**src/rtl/hchan_pkg.sv**
```systemverilog
package hchan_pkg;
  localparam int unsigned DATA_W     = 32;
  localparam int unsigned DEV_ADDR_W = 7;
  localparam int unsigned BIT_EN     = 31;
  localparam int unsigned BIT_DIS    = 30;
  localparam int unsigned BIT_ODD    = 29;
  localparam int unsigned DEV_LSB    = 22;
  localparam int unsigned STAT_WORD  = 8;   // status word byte offset in a slot
  localparam int unsigned BIT_HALT   = 1;

  // packed so that {cfg, zeros} is the control word image
  typedef struct packed {
    logic                  en;
    logic                  dis;
    logic                  odd;
    logic [DEV_ADDR_W-1:0] dev;
  } chan_cfg_t;

  localparam int unsigned CFG_W = $bits(chan_cfg_t);
endpackage

```
**src/rtl/hchan_dec.sv**
```systemverilog
module hchan_dec #(
  parameter int unsigned NCH       = 12,
  parameter int unsigned ADDR_W    = 12,
  parameter int unsigned BASE      = 'h500,
  parameter int unsigned STRIDE_LG = 5,
  localparam int unsigned CH_W     = $clog2(NCH)
) (
  input  logic [ADDR_W-1:0] addr_i,
  output logic [CH_W-1:0]   ch_o,
  output logic              hit_cfg_o,
  output logic              hit_stat_o
);
  import hchan_pkg::*;

  localparam logic [ADDR_W-1:0]    BASE_A = ADDR_W'(BASE);
  localparam logic [ADDR_W:0]      SPAN   = (ADDR_W+1)'(NCH) << STRIDE_LG;
  localparam logic [STRIDE_LG-1:0] W_STAT = STRIDE_LG'(STAT_WORD);

  logic [ADDR_W-1:0]    off;
  logic [STRIDE_LG-1:0] word;
  logic                 in_rng;

  assign off    = addr_i - BASE_A;
  assign in_rng = (addr_i >= BASE_A) && ({1'b0, off} < SPAN);
  assign word   = off[STRIDE_LG-1:0];
  assign ch_o   = off[STRIDE_LG +: CH_W];

  assign hit_cfg_o  = in_rng && (word == '0);
  assign hit_stat_o = in_rng && (word == W_STAT);
endmodule

```
**src/rtl/hchan_slot.sv**
```systemverilog
module hchan_slot
  import hchan_pkg::*;
(
  input  logic      clk_i,
  input  logic      rst_ni,
  input  logic      wr_cfg_i,
  input  chan_cfg_t wcfg_i,
  input  logic      wr_stat_i,
  input  logic      wclr_i,
  input  logic      done_i,
  input  logic      halt_i,
  output chan_cfg_t cfg_o,
  output logic      flag_o
);
  chan_cfg_t cfg_q;
  logic      flag_q;

  always_ff @(posedge clk_i or negedge rst_ni) begin
    if (!rst_ni) begin
      cfg_q  <= '0;
      flag_q <= 1'b0;
    end else begin
      if (wr_cfg_i) begin
        cfg_q.odd <= wcfg_i.odd;
        cfg_q.dev <= wcfg_i.dev;
        if (wcfg_i.en)  cfg_q.en  <= 1'b1;
        if (wcfg_i.dis) cfg_q.dis <= 1'b1;
      end
      // engine clear wins over a same-cycle software set
      if (done_i || halt_i) begin
        cfg_q.en  <= 1'b0;
        cfg_q.dis <= 1'b0;
      end
      if (halt_i)                    flag_q <= 1'b1;
      else if (wr_stat_i && wclr_i)  flag_q <= 1'b0;
    end
  end

  assign cfg_o  = cfg_q;
  assign flag_o = flag_q;

  p_hw_clear_r6: assert property (@(posedge clk_i) disable iff (!rst_ni)
    (done_i || halt_i) |=> (!cfg_q.en && !cfg_q.dis));
  p_halt_flag_r7: assert property (@(posedge clk_i) disable iff (!rst_ni)
    halt_i |=> flag_q);
  p_sticky_r8: assert property (@(posedge clk_i) disable iff (!rst_ni)
    (flag_q && !(wr_stat_i && wclr_i)) |=> flag_q);
  p_en_sw_set_r4: assert property (@(posedge clk_i) disable iff (!rst_ni)
    $rose(cfg_q.en) |-> $past(wr_cfg_i && wcfg_i.en));
  p_dis_sw_set_r5: assert property (@(posedge clk_i) disable iff (!rst_ni)
    $rose(cfg_q.dis) |-> $past(wr_cfg_i && wcfg_i.dis));
  p_cfg_hold_r3: assert property (@(posedge clk_i) disable iff (!rst_ni)
    !wr_cfg_i |=> $stable({cfg_q.odd, cfg_q.dev}));
endmodule

```
**src/rtl/hchan_rdmux.sv**
```systemverilog
module hchan_rdmux
  import hchan_pkg::*;
#(
  parameter int unsigned NCH  = 12,
  localparam int unsigned CH_W = $clog2(NCH)
) (
  input  chan_cfg_t          cfg_i [NCH],
  input  logic [NCH-1:0]     flag_i,
  input  logic [CH_W-1:0]    ch_i,
  input  logic               hit_cfg_i,
  input  logic               hit_stat_i,
  output logic [DATA_W-1:0]  data_o
);
  localparam logic [CH_W:0] NCH_L = (CH_W+1)'(NCH);

  always_comb begin
    data_o = '0;
    if ({1'b0, ch_i} < NCH_L) begin
      if (hit_cfg_i)  data_o = {cfg_i[ch_i], {(DATA_W-CFG_W){1'b0}}};
      if (hit_stat_i) data_o[BIT_HALT] = flag_i[ch_i];
    end
  end
endmodule

```
**src/rtl/host_chan_regs.sv**
```systemverilog
module host_chan_regs
  import hchan_pkg::*;
#(
  parameter int unsigned NCH       = 12,
  parameter int unsigned ADDR_W    = 12,
  parameter int unsigned BASE      = 'h500,
  parameter int unsigned STRIDE_LG = 5,
  localparam int unsigned CH_W     = $clog2(NCH)
) (
  input  logic                      clk_i,
  input  logic                      rst_ni,
  input  logic                      bus_req_i,
  input  logic                      bus_we_i,
  input  logic [ADDR_W-1:0]         bus_addr_i,
  input  logic [DATA_W-1:0]         bus_wdata_i,
  output logic [DATA_W-1:0]         bus_rdata_o,
  input  logic [NCH-1:0]            eng_done_i,
  input  logic [NCH-1:0]            eng_halt_i,
  output logic [NCH-1:0]            ch_en_o,
  output logic [NCH-1:0]            ch_dis_o,
  output logic [NCH-1:0]            ch_odd_o,
  output logic [NCH*DEV_ADDR_W-1:0] ch_dev_addr_o,
  output logic [NCH-1:0]            ch_halt_flag_o,
  output logic                      irq_o
);
  logic [CH_W-1:0]   ch;
  logic              hit_cfg, hit_stat;
  chan_cfg_t         cfg [NCH];
  logic [NCH-1:0]    flags;
  chan_cfg_t         wcfg;
  logic [DATA_W-1:0] rd_mux, rdata_q;
  logic              rd_req;
  logic              unused_wbits;

  assign wcfg         = chan_cfg_t'(bus_wdata_i[DATA_W-1 -: CFG_W]);
  assign unused_wbits = ^{bus_wdata_i[DATA_W-CFG_W-1:BIT_HALT+1], bus_wdata_i[0]};
  assign rd_req       = bus_req_i && !bus_we_i;

  hchan_dec #(
    .NCH(NCH), .ADDR_W(ADDR_W), .BASE(BASE), .STRIDE_LG(STRIDE_LG)
  ) u_dec (
    .addr_i    (bus_addr_i),
    .ch_o      (ch),
    .hit_cfg_o (hit_cfg),
    .hit_stat_o(hit_stat)
  );

  for (genvar n = 0; n < NCH; n++) begin : g_ch
    logic sel;
    assign sel = bus_req_i && bus_we_i && (ch == CH_W'(n));

    hchan_slot u_slot (
      .clk_i    (clk_i),
      .rst_ni   (rst_ni),
      .wr_cfg_i (sel && hit_cfg),
      .wcfg_i   (wcfg),
      .wr_stat_i(sel && hit_stat),
      .wclr_i   (bus_wdata_i[BIT_HALT]),
      .done_i   (eng_done_i[n]),
      .halt_i   (eng_halt_i[n]),
      .cfg_o    (cfg[n]),
      .flag_o   (flags[n])
    );

    assign ch_en_o[n]  = cfg[n].en;
    assign ch_dis_o[n] = cfg[n].dis;
    assign ch_odd_o[n] = cfg[n].odd;
    assign ch_dev_addr_o[n*DEV_ADDR_W +: DEV_ADDR_W] = cfg[n].dev;
  end

  hchan_rdmux #(.NCH(NCH)) u_rdmux (
    .cfg_i     (cfg),
    .flag_i    (flags),
    .ch_i      (ch),
    .hit_cfg_i (hit_cfg),
    .hit_stat_i(hit_stat),
    .data_o    (rd_mux)
  );

  always_ff @(posedge clk_i or negedge rst_ni) begin
    if (!rst_ni) rdata_q <= '0;
    else         rdata_q <= rd_req ? rd_mux : '0;
  end

  assign bus_rdata_o    = rdata_q;
  assign ch_halt_flag_o = flags;
  assign irq_o          = |flags;

  p_rd_undecoded_r9: assert property (@(posedge clk_i) disable iff (!rst_ni)
    (rd_req && !hit_cfg && !hit_stat) |=> (bus_rdata_o == '0));
  p_rd_idle_r2: assert property (@(posedge clk_i) disable iff (!rst_ni)
    !rd_req |=> (bus_rdata_o == '0));
  p_low_bits_r2: assert property (@(posedge clk_i) disable iff (!rst_ni)
    (rd_req && hit_cfg) |=> (bus_rdata_o[DATA_W-CFG_W-1:0] == '0));
  p_dec_excl_r9: assert property (@(posedge clk_i) disable iff (!rst_ni)
    $onehot0({hit_cfg, hit_stat}));
endmodule

```
**config.mk**
```make
export PLATFORM = sky130hd
export DESIGN_NAME = host_chan_regs
export DESIGN_NICKNAME = d
export VERILOG_FILES = /design/src/rtl/hchan_pkg.sv /design/src/rtl/hchan_dec.sv /design/src/rtl/hchan_slot.sv /design/src/rtl/hchan_rdmux.sv /design/src/rtl/host_chan_regs.sv
export SDC_FILE = /design/constraint.sdc
export NUM_CORES = 1
export LEC_CHECK = 0
export ABC_AREA = 1
export BUFFER_PORTS_ARGS = -buffer_cell sky130_fd_sc_hd__buf_2
export CAP_MARGIN = 20
export CORE_MARGIN = 5
export CORE_UTILIZATION = 33
export CTS_CLUSTER_DIAMETER = 120
export DETAILED_ROUTE_END_ITERATION = 8
export PLACE_DENSITY = 0.6
export SLEW_MARGIN = 15
export SYNTH_ARGS = -nofsm -noshare
export SYNTH_HDL_FRONTEND = slang
export SYNTH_SLANG_ARGS = --single-unit
```
**constraint.sdc**
```tcl
create_clock -name clk_i -period 0.8 [get_ports clk_i]
set_input_delay 0.08 -clock clk_i [delete_from_list [all_inputs] [get_ports clk_i]]
set_output_delay 0.08 -clock clk_i [all_outputs]
set_load 0.02 [all_outputs]
```
# == Word-level counts from Yosys, hierarchy flattened ==
# Index checks and enable logic that the tools add are counted.
# W data, S select, Z words.
# op_classes
div_mod_pow,0
add_sub_neg,1
bitwise,1
muxes,59
n_mul,0
magnitude_cmp,5
shifts,0
reduce_logical,141
n_eq_ne,12
# ops
cell,count
$mux W10,14
$mux W32,3
$reduce_bool A2 Y1,48
$logic_and A1 B1 Y1,53
$reduce_and A2 Y1,24
$bmux W10 S4,1
$mux W1,28
$mux W2,12
$eq A4 B3 Y1 const B,4
$eq A4 B4 Y1 const B,4
$ge A12 B11 Y1 const B,1
$logic_or A1 B1 Y1,12
$lt A12 B9 Y1 const B,1
$reduce_or A12 Y1,1
$sub A12 B11 Y12 const B,1
$eq A4 B2 Y1 const B,2
$eq A5 B4 Y1 const B,1
$ge A5 B5 Y1 const B,1
$logic_not A5 Y1,1
$lt A4 B5 Y1 const B,1
$not A4 Y5,1
$bmux W1 S4,1
$eq A4 B1 Y1 const B,1
$logic_not A4 Y1,1
2 further kinds,2
# totals
rom_bits,0
n_memories,0
mem_bits_rw,0
input_bits,72
register_bits,164
latch_bits,0
out_inout_bits,165

# == Longest topological paths before layout ==
# depth
depth_word,9
depth_mapped,12
ltp_nobuf,11

# == By module ==
# A second synthesis with hierarchy kept.
# hier_totals
hier_cells,1198
area_unflattened_um2,8881.0
# by_module_without_submodules
module,cells_per_inst,instances,area_per_inst_um2
hchan_slot,52,12,474.2
hchan_rdmux,384,1,1711.6
host_chan_regs,166,1,1343.8
hchan_dec,24,1,135.1

# == Worst setup path before layout ==
# OpenSTA, ideal clock, no wires.
# synth_path
kind,input to register
start,input bus_addr_i[8]
end,"register g_ch[3].u_slot.cfg_q, in the netlist g_ch[3].u_slot.cfg_o[5]"
setup_ns,0.134
n_path_buf,3
required_time_ns,0.666
cell_stages,10
path_slack_ns,-0.973
arrival_time_ns,1.639
path_cell_list,inv_2 clkbuf_1 ha_1 o21ai_1 nor2_4 buf_6 nand4_4 buf_6 nand2_1 o21ai_2
# synth_via
elab_chain_cells,5
elab_cells_between_ends,8
cone_classes,1 x add/sub; 2 x order compare; 1 x eq/ne; 4 x reduce/logical
# synth_rtl
element,line_no,source
start: declaration,host_chan_regs.sv:14,"input logic [ADDR_W-1:0] bus_addr_i,"
$sub A12 B11 Y12,hchan_dec.sv:23,assign off = addr_i - BASE_A;
$lt A12 B9 Y1,hchan_dec.sv:24,"assign in_rng = (addr_i >= BASE_A) && ({1'b0, off} < SPAN);"
$logic_and A1 B1 Y1,hchan_dec.sv:24,
$logic_and A1 B1 Y1,hchan_dec.sv:28,assign hit_cfg_o = in_rng && (word == '0);
$logic_and A1 B1 Y1 (*),host_chan_regs.sv:55,".wr_cfg_i (sel && hit_cfg),"
end: declaration,hchan_slot.sv:15,chan_cfg_t cfg_q;
# Every way passes the cells marked *; elsewhere a longest branch is shown, timed or not.
# A chain may end at the register's enable or synchronous reset.

# == Worst setup path in the final report ==
# layout_path
start,register g_ch[10].u_slot.flag_q
end,output irq_o
# layout_via
elab_chain_cells,1
# layout_rtl
element,line_no,source
start: declaration,hchan_slot.sv:16,logic flag_q;
start signal: assignment,hchan_slot.sv:21,flag_q <= 1'b0;
start signal: assignment,hchan_slot.sv:34,if (halt_i) flag_q <= 1'b1;
start signal: assignment,hchan_slot.sv:35,else if (wr_stat_i && wclr_i) flag_q <= 1'b0;
$reduce_or A12 Y1,host_chan_regs.sv:87,assign irq_o = |flags;
end: declaration,host_chan_regs.sv:24,output logic irq_o
# No other way between the ends.

==> results.tsv <==
stage	metric	value	unit
clock_network	cts_root_buf	clkbuf_16	
detailed_routing	vias	8115	
setup_path	worstSetupEndpointType	output port	
die	die_y	158	um
cells_and_area	nets	1406	
detailed_routing	drc_errors	0	
clock_network	clock_path_buffers	2	
die	dieWidth	158	um
sta	finalSetupViolations	287	
placement	dp.cells	1438	
grt	grt_max_degree	34	
grt	globalRouteOverflowTotal	0	
clock_network	cts_max_level	4	
clock_network	clk_pin_slew	0.06	ns
grt	antenna_found_initial	0	
detailed_routing	wl_per_cell	20.1	um
clock_network	numCtsBuffers	17	
clock_network	postCtsHoldBufs	23	
die	ios	237	
cells_and_area	most-common-layout-cells	buf_6, buf_4, dfrtp_1	
worst_hold_path	hp-class	input pin to register	
cells_and_area	instances_no_fill	1625	
setup_path	arrival	1.45	ns
worst_hold_path	hold_depth	3	
pwr	powerDensity	1230	mW/mm^2
die	initial_core_util	0.333	
sta	rsz0062_at_grt	true	
clock_network	insertion_delay	0.44	ns
grt	grt_usage	0.236	
detailed_routing	drt_first_pass_iters	5	
sta	hold_viol	4	
grt	grt_pass1_vias	8264	
status	violations	negative hold slack, negative setup slack	
yosys	ys_types	35	
die	design.core.area	0.0216	mm^2
cells_and_area	syn_to_final_growth	104	%
cells_and_area	diodes	0	
pwr	p_total	18.1	mW
job	cap_violations	0	
sta	clock_skew	0.0161	ns
grt	grt_pass1_wl	45.1	mm
yosys	synthesis.area	0.00720	mm^2
yosys	synth_area_per_cell	9.01	um^2
setup_path	critPathKind	register to output port	
cells_and_area	layout_commonest_cell	buf_6	
status	status	finished, violations left	
sta	fin_crit	1.53	ns
setup_path	ff2ff_setup_slack	-0.33	ns
cells_and_area	multiInputGateArea	0.00394	mm^2
placement	gp_congestion	0.905	
detailed_routing	drt-total-wl	32.6	mm
detailed_routing	via_per_inst	4.99	
setup_path	start_kind	register	
placement	io_buffer_count	194	
cells_and_area	layout-drive-gt1-share	0.623	
sta	timing.hold.ws	-0.0764	ns
pwr	vdd_drop_max	1400	uV
cells_and_area	regArea	0.00358	mm^2
die	die_area	0.0249	mm^2
detailed_routing	drt-initial-drc-count	436	
clock_network	cts_sinks	143	
sta	fin_tns_setup	-93.53	ns
yosys	synth_seq_cells	143	
cells_and_area	fill_cells	1466	
sta	drv_slew	0	
yosys	seq_area_frac_synth	0.497	
die	rows	54	
setup_path	worst-path-max-fanout	2	
detailed_routing	ant_nets	0	
sta	fin_ws	-0.730	ns
placement	dpl.hpwl	19.9	mm
clock_network	cts_tree	built	
yosys	netlist_instances	799	
setup_path	critical_path_required	0.72	ns
setup_path	r2r_cells	5	
pwr	leakage	7.05	nW
sta	fin_crit_sh	1.91	
sta	fmax	654	MHz
yosys	yosysWarnings	0	
## registers in the layout, summed over array words and instances, names as in the netlist
name / cells
bus_rdata_o: 11
g_ch.u_slot.cfg_o: 120
g_ch.u_slot.flag_o: 12
## critical path: stages, from the launching register on
cell	delay [ns]
dfrtp_1	0.39
nor4_2	0.26
buf_4	0.16
nand3_2	0.06
buf_6	0.14
## layout make-up
| type | count | share of cell area |
|---|---|---|
| well taps | 280 | 0.0239 |
| clock inverters | 12 | 0.0106 |
| flip-flops and latches | 143 | 0.244 |
| multi-input cells | 561 | 0.269 |
| clock buffers | 20 | 0.0311 |
| inverters | 38 | 0.0109 |
| repair buffers | 571 | 0.411 |
## power breakdown
part	total, mW	internal [mW]	switching [mW]	leakage [nW]
Combinational	2.36	1.01	1.35	4.83
Sequential	7.25	7.24	0.00993	1.93
Clock	8.47	5.09	3.38	0.289
## per-stage QoR
step           setup slack (ns)  utilization  area (um^2)
5_1_grt                  -0.807        0.679        14700
6_report                 -0.730        0.679        14700
3_5_place_dp             -0.859        0.473        10200
2_1_floorplan            -0.701            -         7390
3_3_place_gp             -0.809        0.473        10200
4_1_cts                  -0.747        0.624        13500
## layer usage
metal	up-vias	global-route usage	share of wire	wire length (um)
li1	3706	-	-	-
met1	4036	0.304	0.40	13000
met2	309	0.409	0.52	17000
met3	64	0.0437	0.058	1890
met4	0	0.0631	0.021	677
met5	-	0	0	0
## worst paths after layout
path | from | end
hold reg to reg | g_ch[11].u_slot.flag_o | g_ch[11].u_slot.flag_o
min in group asynchronous | rst_ni | g_ch[5].u_slot.cfg_o[0]
max in group asynchronous | rst_ni | g_ch[2].u_slot.flag_o
hold / removal | eng_done_i[7] | g_ch[7].u_slot.cfg_o[8]
setup reg to reg | g_ch[7].u_slot.cfg_o[6] | bus_rdata_o[28]
setup / recovery | g_ch[10].u_slot.flag_o | irq_o
## synthesized netlist by cell type, drive strengths merged
| library cell | number | area (um^2) |
|---|---|---|
| buf | 61 | 490 |
| nor3b | 1 | 7.51 |
| dfrtp | 143 | 3580 |
| nor2 | 102 | 447 |
| and3 | 1 | 6.26 |
| inv | 38 | 143 |
| o21ai | 122 | 753 |
| and2 | 1 | 6.26 |
| nand3 | 12 | 65.1 |
| nand4 | 14 | 268 |
| nand2 | 197 | 757 |
| or2 | 13 | 83.8 |
| o21bai | 10 | 75.1 |
| clkbuf | 17 | 63.8 |
| conb | 1 | 3.75 |
| ha | 2 | 25.0 |
| a22oi | 20 | 150 |
| o22ai | 40 | 250 |
| nor4 | 3 | 18.8 |
| a21oi | 1 | 8.76 |
## cell families after synthesis
logic type / Yosys count / synth area share
compound gates: 193 / 0.172
fa+ha+maj: 2 / 0.00347
buf+inv: 116 / 0.0968
flops: 143 / 0.497
other cells: 1 / 0.000521
simple gates: 344 / 0.230
## repair_timing
| item | in CTS | in global routing |
|---|---|---|
| endpoints found under the hold margin | 179 | 4 |
| setup buffers | 75 | 58 |
| setup endpoints to repair | 287 | 287 |
| cloned | 5 | 3 |
| gates resized for setup | 505 | 195 |
| pin swaps | 44 | 60 |
Note: power is estimated with default switching activity, not from simulation.
